**src/rtl/tok_pkg.sv**
```systemverilog
package tok_pkg;

    localparam int unsigned TOK_W = 8;

    typedef logic [TOK_W-1:0] tok_data_t;

    typedef struct packed {
        logic      vld;
        tok_data_t dat;
    } tok_t;

    // Function evaluated by the combining stage: wrapping sum.
    function automatic tok_data_t tok_combine(tok_data_t x, tok_data_t y);
        return x + y;
    endfunction

endpackage

```
**src/rtl/elas_slot.sv**
```systemverilog
module elas_slot
    import tok_pkg::*;
#(
    parameter bit        INIT_FULL = 1'b0,
    parameter tok_data_t INIT_DATA = '0
) (
    input  logic clk,
    input  logic rst,
    input  tok_t up,
    output logic up_rdy,
    output tok_t dn,
    input  logic dn_rdy
);
    logic      full_q;
    tok_data_t data_q;

    // Accept when empty or when the held token leaves this cycle.
    assign up_rdy = !full_q || dn_rdy;
    assign dn     = '{vld: full_q, dat: data_q};

    always_ff @(posedge clk) begin
        if (rst) begin
            full_q <= INIT_FULL;
            data_q <= INIT_DATA;
        end else if (up_rdy) begin
            full_q <= up.vld;
            if (up.vld) data_q <= up.dat;
        end
    end
endmodule

```
**src/rtl/elas_chain.sv**
```systemverilog
module elas_chain
    import tok_pkg::*;
#(
    parameter int unsigned DEPTH = 2,
    parameter logic [DEPTH-1:0]            INIT_FULL = '0,
    parameter logic [DEPTH-1:0][TOK_W-1:0] INIT_DATA = '0
) (
    input  logic clk,
    input  logic rst,
    input  tok_t up,
    output logic up_rdy,
    output tok_t dn,
    input  logic dn_rdy
);
    localparam int unsigned NLINK = DEPTH + 1;

    tok_t lnk [NLINK];
    logic rdy [NLINK];

    assign lnk[0]     = up;
    assign up_rdy     = rdy[0];
    assign dn         = lnk[DEPTH];
    assign rdy[DEPTH] = dn_rdy;

    for (genvar i = 0; i < DEPTH; i++) begin : g_slot
        elas_slot #(
            .INIT_FULL (INIT_FULL[i]),
            .INIT_DATA (INIT_DATA[i])
        ) u_slot (
            .clk    (clk),
            .rst    (rst),
            .up     (lnk[i]),
            .up_rdy (rdy[i]),
            .dn     (lnk[i+1]),
            .dn_rdy (rdy[i+1])
        );
    end
endmodule

```
**src/rtl/elas_join.sv**
```systemverilog
module elas_join
    import tok_pkg::*;
(
    input  tok_t x,
    output logic x_rdy,
    input  tok_t y,
    output logic y_rdy,
    output tok_t z,
    input  logic z_rdy
);
    // Fires only when both sides hold a token; consumes one from each.
    assign z.vld = x.vld && y.vld;
    assign z.dat = tok_combine(x.dat, y.dat);
    assign x_rdy = z_rdy && y.vld;
    assign y_rdy = z_rdy && x.vld;
endmodule

```
**src/rtl/elas_egress.sv**
```systemverilog
module elas_egress
    import tok_pkg::*;
(
    input  logic      clk,
    input  logic      rst,
    input  tok_t      tk,
    output logic      tk_rdy,
    input  logic      sink_rdy,
    output logic      out_stb,
    output tok_data_t out_dat
);
    assign tk_rdy = sink_rdy;

    always_ff @(posedge clk) begin
        if (rst) begin
            out_stb <= 1'b0;
            out_dat <= '0;
        end else begin
            out_stb <= tk.vld && sink_rdy;
            if (tk.vld && sink_rdy) out_dat <= tk.dat;
        end
    end
endmodule

```
**src/rtl/tok_pipe_top.sv**
```systemverilog
module tok_pipe_top
    import tok_pkg::*;
#(
    parameter int unsigned DEPTH_A = 2,
    parameter int unsigned DEPTH_B = 1,
    parameter int unsigned DEPTH_O = 2,
    parameter logic [DEPTH_A-1:0]            INIT_FULL_A = '0,
    parameter logic [DEPTH_A-1:0][TOK_W-1:0] INIT_DATA_A = '0,
    parameter logic [DEPTH_B-1:0]            INIT_FULL_B = '0,
    parameter logic [DEPTH_B-1:0][TOK_W-1:0] INIT_DATA_B = '0,
    parameter logic [DEPTH_O-1:0]            INIT_FULL_O = '0,
    parameter logic [DEPTH_O-1:0][TOK_W-1:0] INIT_DATA_O = '0
) (
    input  logic             clk,
    input  logic             rst,
    input  logic             a_stb,
    input  logic [TOK_W-1:0] a_dat,
    output logic             a_rdy,
    input  logic             b_stb,
    input  logic [TOK_W-1:0] b_dat,
    output logic             b_rdy,
    input  logic             z_rdy,
    output logic             z_stb,
    output logic [TOK_W-1:0] z_dat
);
    tok_t a_in, b_in, a_tail, b_tail, j_out, eg_tok;
    logic a_tail_rdy, b_tail_rdy, j_out_rdy, eg_rdy;

    // Signals observed by the bound checker.
    logic      j_fire;
    logic      eg_vld;
    tok_data_t eg_dat;

    // Ingress boundary: each strobed sample becomes one token.
    assign a_in = '{vld: a_stb, dat: a_dat};
    assign b_in = '{vld: b_stb, dat: b_dat};

    elas_chain #(
        .DEPTH (DEPTH_A), .INIT_FULL (INIT_FULL_A), .INIT_DATA (INIT_DATA_A)
    ) u_chain_a (
        .clk (clk), .rst (rst),
        .up (a_in), .up_rdy (a_rdy),
        .dn (a_tail), .dn_rdy (a_tail_rdy)
    );

    elas_chain #(
        .DEPTH (DEPTH_B), .INIT_FULL (INIT_FULL_B), .INIT_DATA (INIT_DATA_B)
    ) u_chain_b (
        .clk (clk), .rst (rst),
        .up (b_in), .up_rdy (b_rdy),
        .dn (b_tail), .dn_rdy (b_tail_rdy)
    );

    elas_join u_join (
        .x (a_tail), .x_rdy (a_tail_rdy),
        .y (b_tail), .y_rdy (b_tail_rdy),
        .z (j_out),  .z_rdy (j_out_rdy)
    );

    elas_chain #(
        .DEPTH (DEPTH_O), .INIT_FULL (INIT_FULL_O), .INIT_DATA (INIT_DATA_O)
    ) u_chain_o (
        .clk (clk), .rst (rst),
        .up (j_out), .up_rdy (j_out_rdy),
        .dn (eg_tok), .dn_rdy (eg_rdy)
    );

    elas_egress u_egress (
        .clk (clk), .rst (rst),
        .tk (eg_tok), .tk_rdy (eg_rdy),
        .sink_rdy (z_rdy),
        .out_stb (z_stb), .out_dat (z_dat)
    );

    assign j_fire = j_out.vld && j_out_rdy;
    assign eg_vld = eg_tok.vld;
    assign eg_dat = eg_tok.dat;
endmodule

```
**config.mk**
```make
export PLATFORM = sky130hd
export DESIGN_NAME = tok_pipe_top
export DESIGN_NICKNAME = d
export VERILOG_FILES = /design/src/rtl/tok_pkg.sv /design/src/rtl/elas_slot.sv /design/src/rtl/elas_chain.sv /design/src/rtl/elas_join.sv /design/src/rtl/elas_egress.sv /design/src/rtl/tok_pipe_top.sv
export SDC_FILE = /design/constraint.sdc
export NUM_CORES = 1
export LEC_CHECK = 0
export BUFFER_PORTS_ARGS = -buffer_cell sky130_fd_sc_hd__buf_2
export CAP_MARGIN = 0
export CORE_ASPECT_RATIO = 1.2
export CORE_MARGIN = 5
export CORE_UTILIZATION = 35
export CTS_CLUSTER_DIAMETER = 120
export CTS_CLUSTER_SIZE = 16
export DETAILED_ROUTE_END_ITERATION = 16
export HOLD_SLACK_MARGIN = 0.15
export SLEW_MARGIN = 10
export SYNTH_ARGS = -nofsm -noshare
export SYNTH_HDL_FRONTEND = slang
export SYNTH_SLANG_ARGS = --single-unit
```
**constraint.sdc**
```tcl
create_clock -name clk -period 1.9 [get_ports clk]
set_input_delay 0.19 -clock clk [delete_from_list [all_inputs] [get_ports clk]]
set_output_delay 0.19 -clock clk [all_outputs]
set_load 0.02 [all_outputs]
```
# Yosys cells after proc, flatten, opt, wreduce, memory -nomap -nowiden
# Index checks and enable logic that the tools add are counted.
[totals]
ff_bits = 54
inputBits = 21
out_inout_bits = 11
wordCells = 32
[op_classes]
add_sub_neg = 1
n_reduce_logical = 19
[op_table]
columns = ["operator", "n"]
rows = [
  ["AND reduction 2 bit", 5],
  ["adder 8 bit", 1],
  ["logical NOT 1 bit", 5],
  ["logical OR 1 bit", 5],
  ["logical AND 1 bit", 4],
]

# Depth between registers and ports, before layout
[logic_depth]
word_depth = 7
depth_mapped = 6
depth_no_buf = 6

# Cells and area by module
# From an unflattened synthesis, not the netlist that was laid out.
[unflattened]
hier_cells = 296
area_unflattened_um2 = 3000.4
[modules_own_cells]
columns = ["mod", "instances", "cells_each", "area_per_inst_um2", "seq_area_each_um2"]
rows = [
  ["elas_slot", 5, 42, 449.2, 180.2],
  ["elas_egress", 1, 41, 404.1, 180.2],
  ["elas_join", 1, 45, 350.3, 0.0],
]

# Least setup slack after synthesis
# No wires, ideal clock.
[synth_timing]
path_kind = "reg-to-reg"
from = "reg u_chain_a.g_slot[1].u_slot.data_q[0]"
to = "reg u_chain_o.g_slot[0].u_slot.data_q[6]"
setup_ns = 0.064
arrival_time_ns = 1.644
t_required_ns = 1.836
slack_ns = 0.192
path_stages_with_launch = 7
path_buffers = 0
period_less_slack_ns = 1.708
cell_sequence = "dfxtp_1 ha_1 fa_1 a211oi_1 o21bai_1 a211o_1 nand4_1"
[synth_via]
elab_chain_cells = 1
[synth_lines]
columns = ["item", "line_no", "text"]
rows = [
  ["start, declared", "elas_slot.sv:15", "tok_data_t data_q;"],
  ["start signal, assigned", "elas_slot.sv:27", "if (up.vld) data_q <= up.dat;"],
  ["adder 8 bit", "tok_pkg.sv:14", "return x + y;"],
  ["end signal, assigned", "elas_slot.sv:27", ""],
  ["end, declared", "elas_slot.sv:15", ""],
]
# Every way passes these cells.
# A chain may end at the register's enable or synchronous reset.

# Worst setup path after layout
# Same ends and word-level chain as after synthesis.

==> results.yml <==
detailed_routing:
  route.detailed.wl_per_inst_um: 12.1
  drt-initial-drc-count: 67
  postRouteAntennaNets: 0
  drc_errors: 0
  drt-total-wl_um: 4860
  firstDrtPassIters: 4
  detail_route.vias_per_cell: 4.79
  detailroute.via_count: 1919
global_routing:
  grt_remaining_overflow: 0
  number_of_global_route_vias_before_repair: 1870
  groute.usage.overall: 0.120
  grt_max_degree: 27
  initial_antenna_violation_count: 0
  grt_pass1_wl_um: 8340
setup_path:
  regToRegEndpoint: "u_chain_o.g_slot[0].u_slot.data_q[6]$_SDFFE_PP0P_"
  crit_start: "u_chain_a.g_slot[1].u_slot.data_q[0]$_SDFFE_PP0P_"
  rr_worst_depth: 6
  cp_capture_type: "flop"
  path_class: "flop to flop"
  setup.worst_path.end: "u_chain_o.g_slot[0].u_slot.data_q[6]$_SDFFE_PP0P_"
  r2r_setup_slack_ps: 100
  timing.critical_path.required_ps: 2150
  timing.rr.start: "u_chain_a.g_slot[1].u_slot.data_q[0]$_SDFFE_PP0P_"
  setup.worst_path.start_class: "flop"
  critPathArrivalTime_ps: 2050
  timing.critical_path.fanout_max: 3
synth:
  synth.avg_cell_area_sq_um: 9.03
  synthesis.instances: 263
  synth.top_cells.by_area: "dfxtp_1, a21oi_1, mux2i_1"
  most_frequent_cells_after_synthesis: "dfxtp_1, a21oi_1, nand3_1, o21ai_0"
  seq_area_frac_synth: 0.455
  edff_count_synth: 0
  area_of_the_mapped_netlist_sq_um: 2370
  synth_warn: 0
  synth_largest_type_area_fraction: 0.455
  synth-seq-cells: 54
  ys_async_sr_fraction: 0
  yosys.area.top_type: "dfxtp_1"
  post-synth-top-count-cell: "dfxtp_1"
  yosys.cell_types.count: 42
  postSynth.topFlopCell: "dfxtp_1"
  postSynthNetCount: 292
sta:
  worst_case_headroom_to_the_max_slew_limit: 0.636
  setup_viol_count_final: 0
  timing_worst_slew_pin_value_ps: 546
  final-hold-violation-count: 0
  final-max-slew-violation-count: 0
  rsz_0062_raised_after_global_routing: "false"
  fin_tns_setup_ps: 0
  finalWorstPathRequiredPeriod_ps: 1800
  fmax_mhz: 556
  clock_skew_ps: 2.48
  min_period_over_period: 0.947
final_layout:
  insertedDiodeCount: 0
  finalCoreUtilization: 0.435
  final_area_sq_um: 2930
  final_layout_size_suffix_gt1_frac: 0.194
  syn_to_final_growth_pct: 23.2
  nNetsFinal: 342
floorplanning:
  die_height_um: 100
  fp.coreArea_sq_um: 6730
  ios: 32
  floorplan.die_area_sq_um: 8540
  die_width_um: 85.2
  row_count: 33
  initial_core_utilization: 0.353
clock_network:
  clk_latency_ps: 300
  cts.root.buffer_cell: "clkbuf_8"
  ctsLongestPathBuffers: 2
  cts_sinks: 54
  cts_tree: "yes"
  h_tree_depth: 2
  path_clk_slew_ps: 90
  postCtsSetupRepairBufs: 0
  cts_bufs_inserted: 5
power_and_ir_drop:
  cellPowerDensity_nw_per_um2: 742
  p_leak_nw: 1.23
  report.power.total_mw: 2.17
  irDropWorstVdd_mv: 0.335
flow_run:
  maxCapViolations: 0
worst_hold_path:
  hold_class: "input port to flop"
placement:
  globalplace.congestion: 0.807
  detailed_place.area_sq_um: 2650
  hpwlAfterDp_um: 3570
  port_buffers: 31
outcome:
  status: "finished clean"
final cells by class:
| type | instances | area [sq um] |
|---|---|---|
| clock buffers | 6 | 72.6 |
| clock inverters | 2 | 37.5 |
| fillers | 673 | 3800 |
| inverters | 7 | 26.3 |
| multi-input cells | 188 | 1210 |
| flip-flops and latches | 54 | 1080 |
| well taps | 87 | 109 |
| repair buffers | 57 | 390 |
cell usage in the layout (no fill, tap or decap), types with 4 or more instances in the layout:
master         count
nand2b_1          17
a21oi_1           36
dfxtp_1           54
nand2_1           17
buf_4             10
o21ai_0           19
dlygate4sd3_1     16
mux2i_1           16
ha_1               7
inv_1              4
clkbuf_8           5
nand3_1           26
nor2_1            14
buf_2             31
sequential cells by signal (all words and copies together) (netlist names):
| signal | count |
|---|---|
| u_chain_b.g_slot.u_slot.data_q | 8 |
| u_egress.out_stb | 1 |
| u_egress.out_dat | 8 |
| u_chain_a.g_slot.u_slot.data_q | 16 |
| u_chain_o.g_slot.u_slot.data_q | 16 |
| u_chain_o.g_slot.u_slot.full_q | 2 |
| u_chain_a.g_slot.u_slot.full_q | 2 |
| u_chain_b.g_slot.u_slot.full_q | 1 |
cells by family after synthesis:
family,share of synthesized area
multiplexers,0.0674
AND/OR/NAND/NOR,0.206
flip-flops,0.455
buffers and inverters,0.0379
AO/OA/AOI/OAI,0.181
adder cells (fa/ha/maj),0.0453
XOR/XNOR,0.00738
where the power goes:
group	internal (mW)	total, mW	switching (mW)
logic	0.105	0.221	0.117
registers	1.16	1.19	0.0259
clock network	0.393	0.758	0.365
worst max-delay path, stage by stage, from the launching register on:
cell      delay [ps]
dfxtp_1          320
ha_1             230
fa_1             440
a211oi_2         250
o21bai_1         130
a211o_1          310
nand4_1           70
worst min-delay path by stage:
stage,start,end,slack [ps],cells past startpoint
2_1_floorplan,a_stb,u_chain_a.g_slot[0].u_slot.full_q$_SDFFE_PP0P_,310,2
3_3_place_gp,a_stb,u_chain_a.g_slot[0].u_slot.full_q$_SDFFE_PP0P_,410,3
3_5_place_dp,a_stb,u_chain_a.g_slot[0].u_slot.full_q$_SDFFE_PP0P_,430,3
4_1_cts,b_dat[0],u_chain_b.g_slot[0].u_slot.data_q[0]$_SDFFE_PP0P_,150,3
5_1_grt,b_dat[0],u_chain_b.g_slot[0].u_slot.data_q[0]$_SDFFE_PP0P_,160,3
6_report,b_dat[0],u_chain_b.g_slot[0].u_slot.data_q[0]$_SDFFE_PP0P_,160,3
timing repair:
item                       CTS  global route
resized for setup            0             1
hold buffers                16             0
setup endpoints to repair    0             2
hold endpoints to repair    16             0
layer usage:
metal	global-route usage	share of wire	vias to the layer above
li1	-	-	1037
met1	0.147	0.47	844
met2	0.209	0.48	31
met3	0.0197	0.036	7
met4	0.0475	0.017	0
met5	0	0	-
metrics by stage:
stage          hold slack (ps)  setup slack, ps  cells
3_3_place_gp               410             78.7    377
2_1_floorplan              307              192    263
6_report                   159              100    401
5_1_grt                    159             20.4    401
3_5_place_dp               425             50.3    377
4_1_cts                    151             16.4    401
Power figures use the tool's default switching activity.
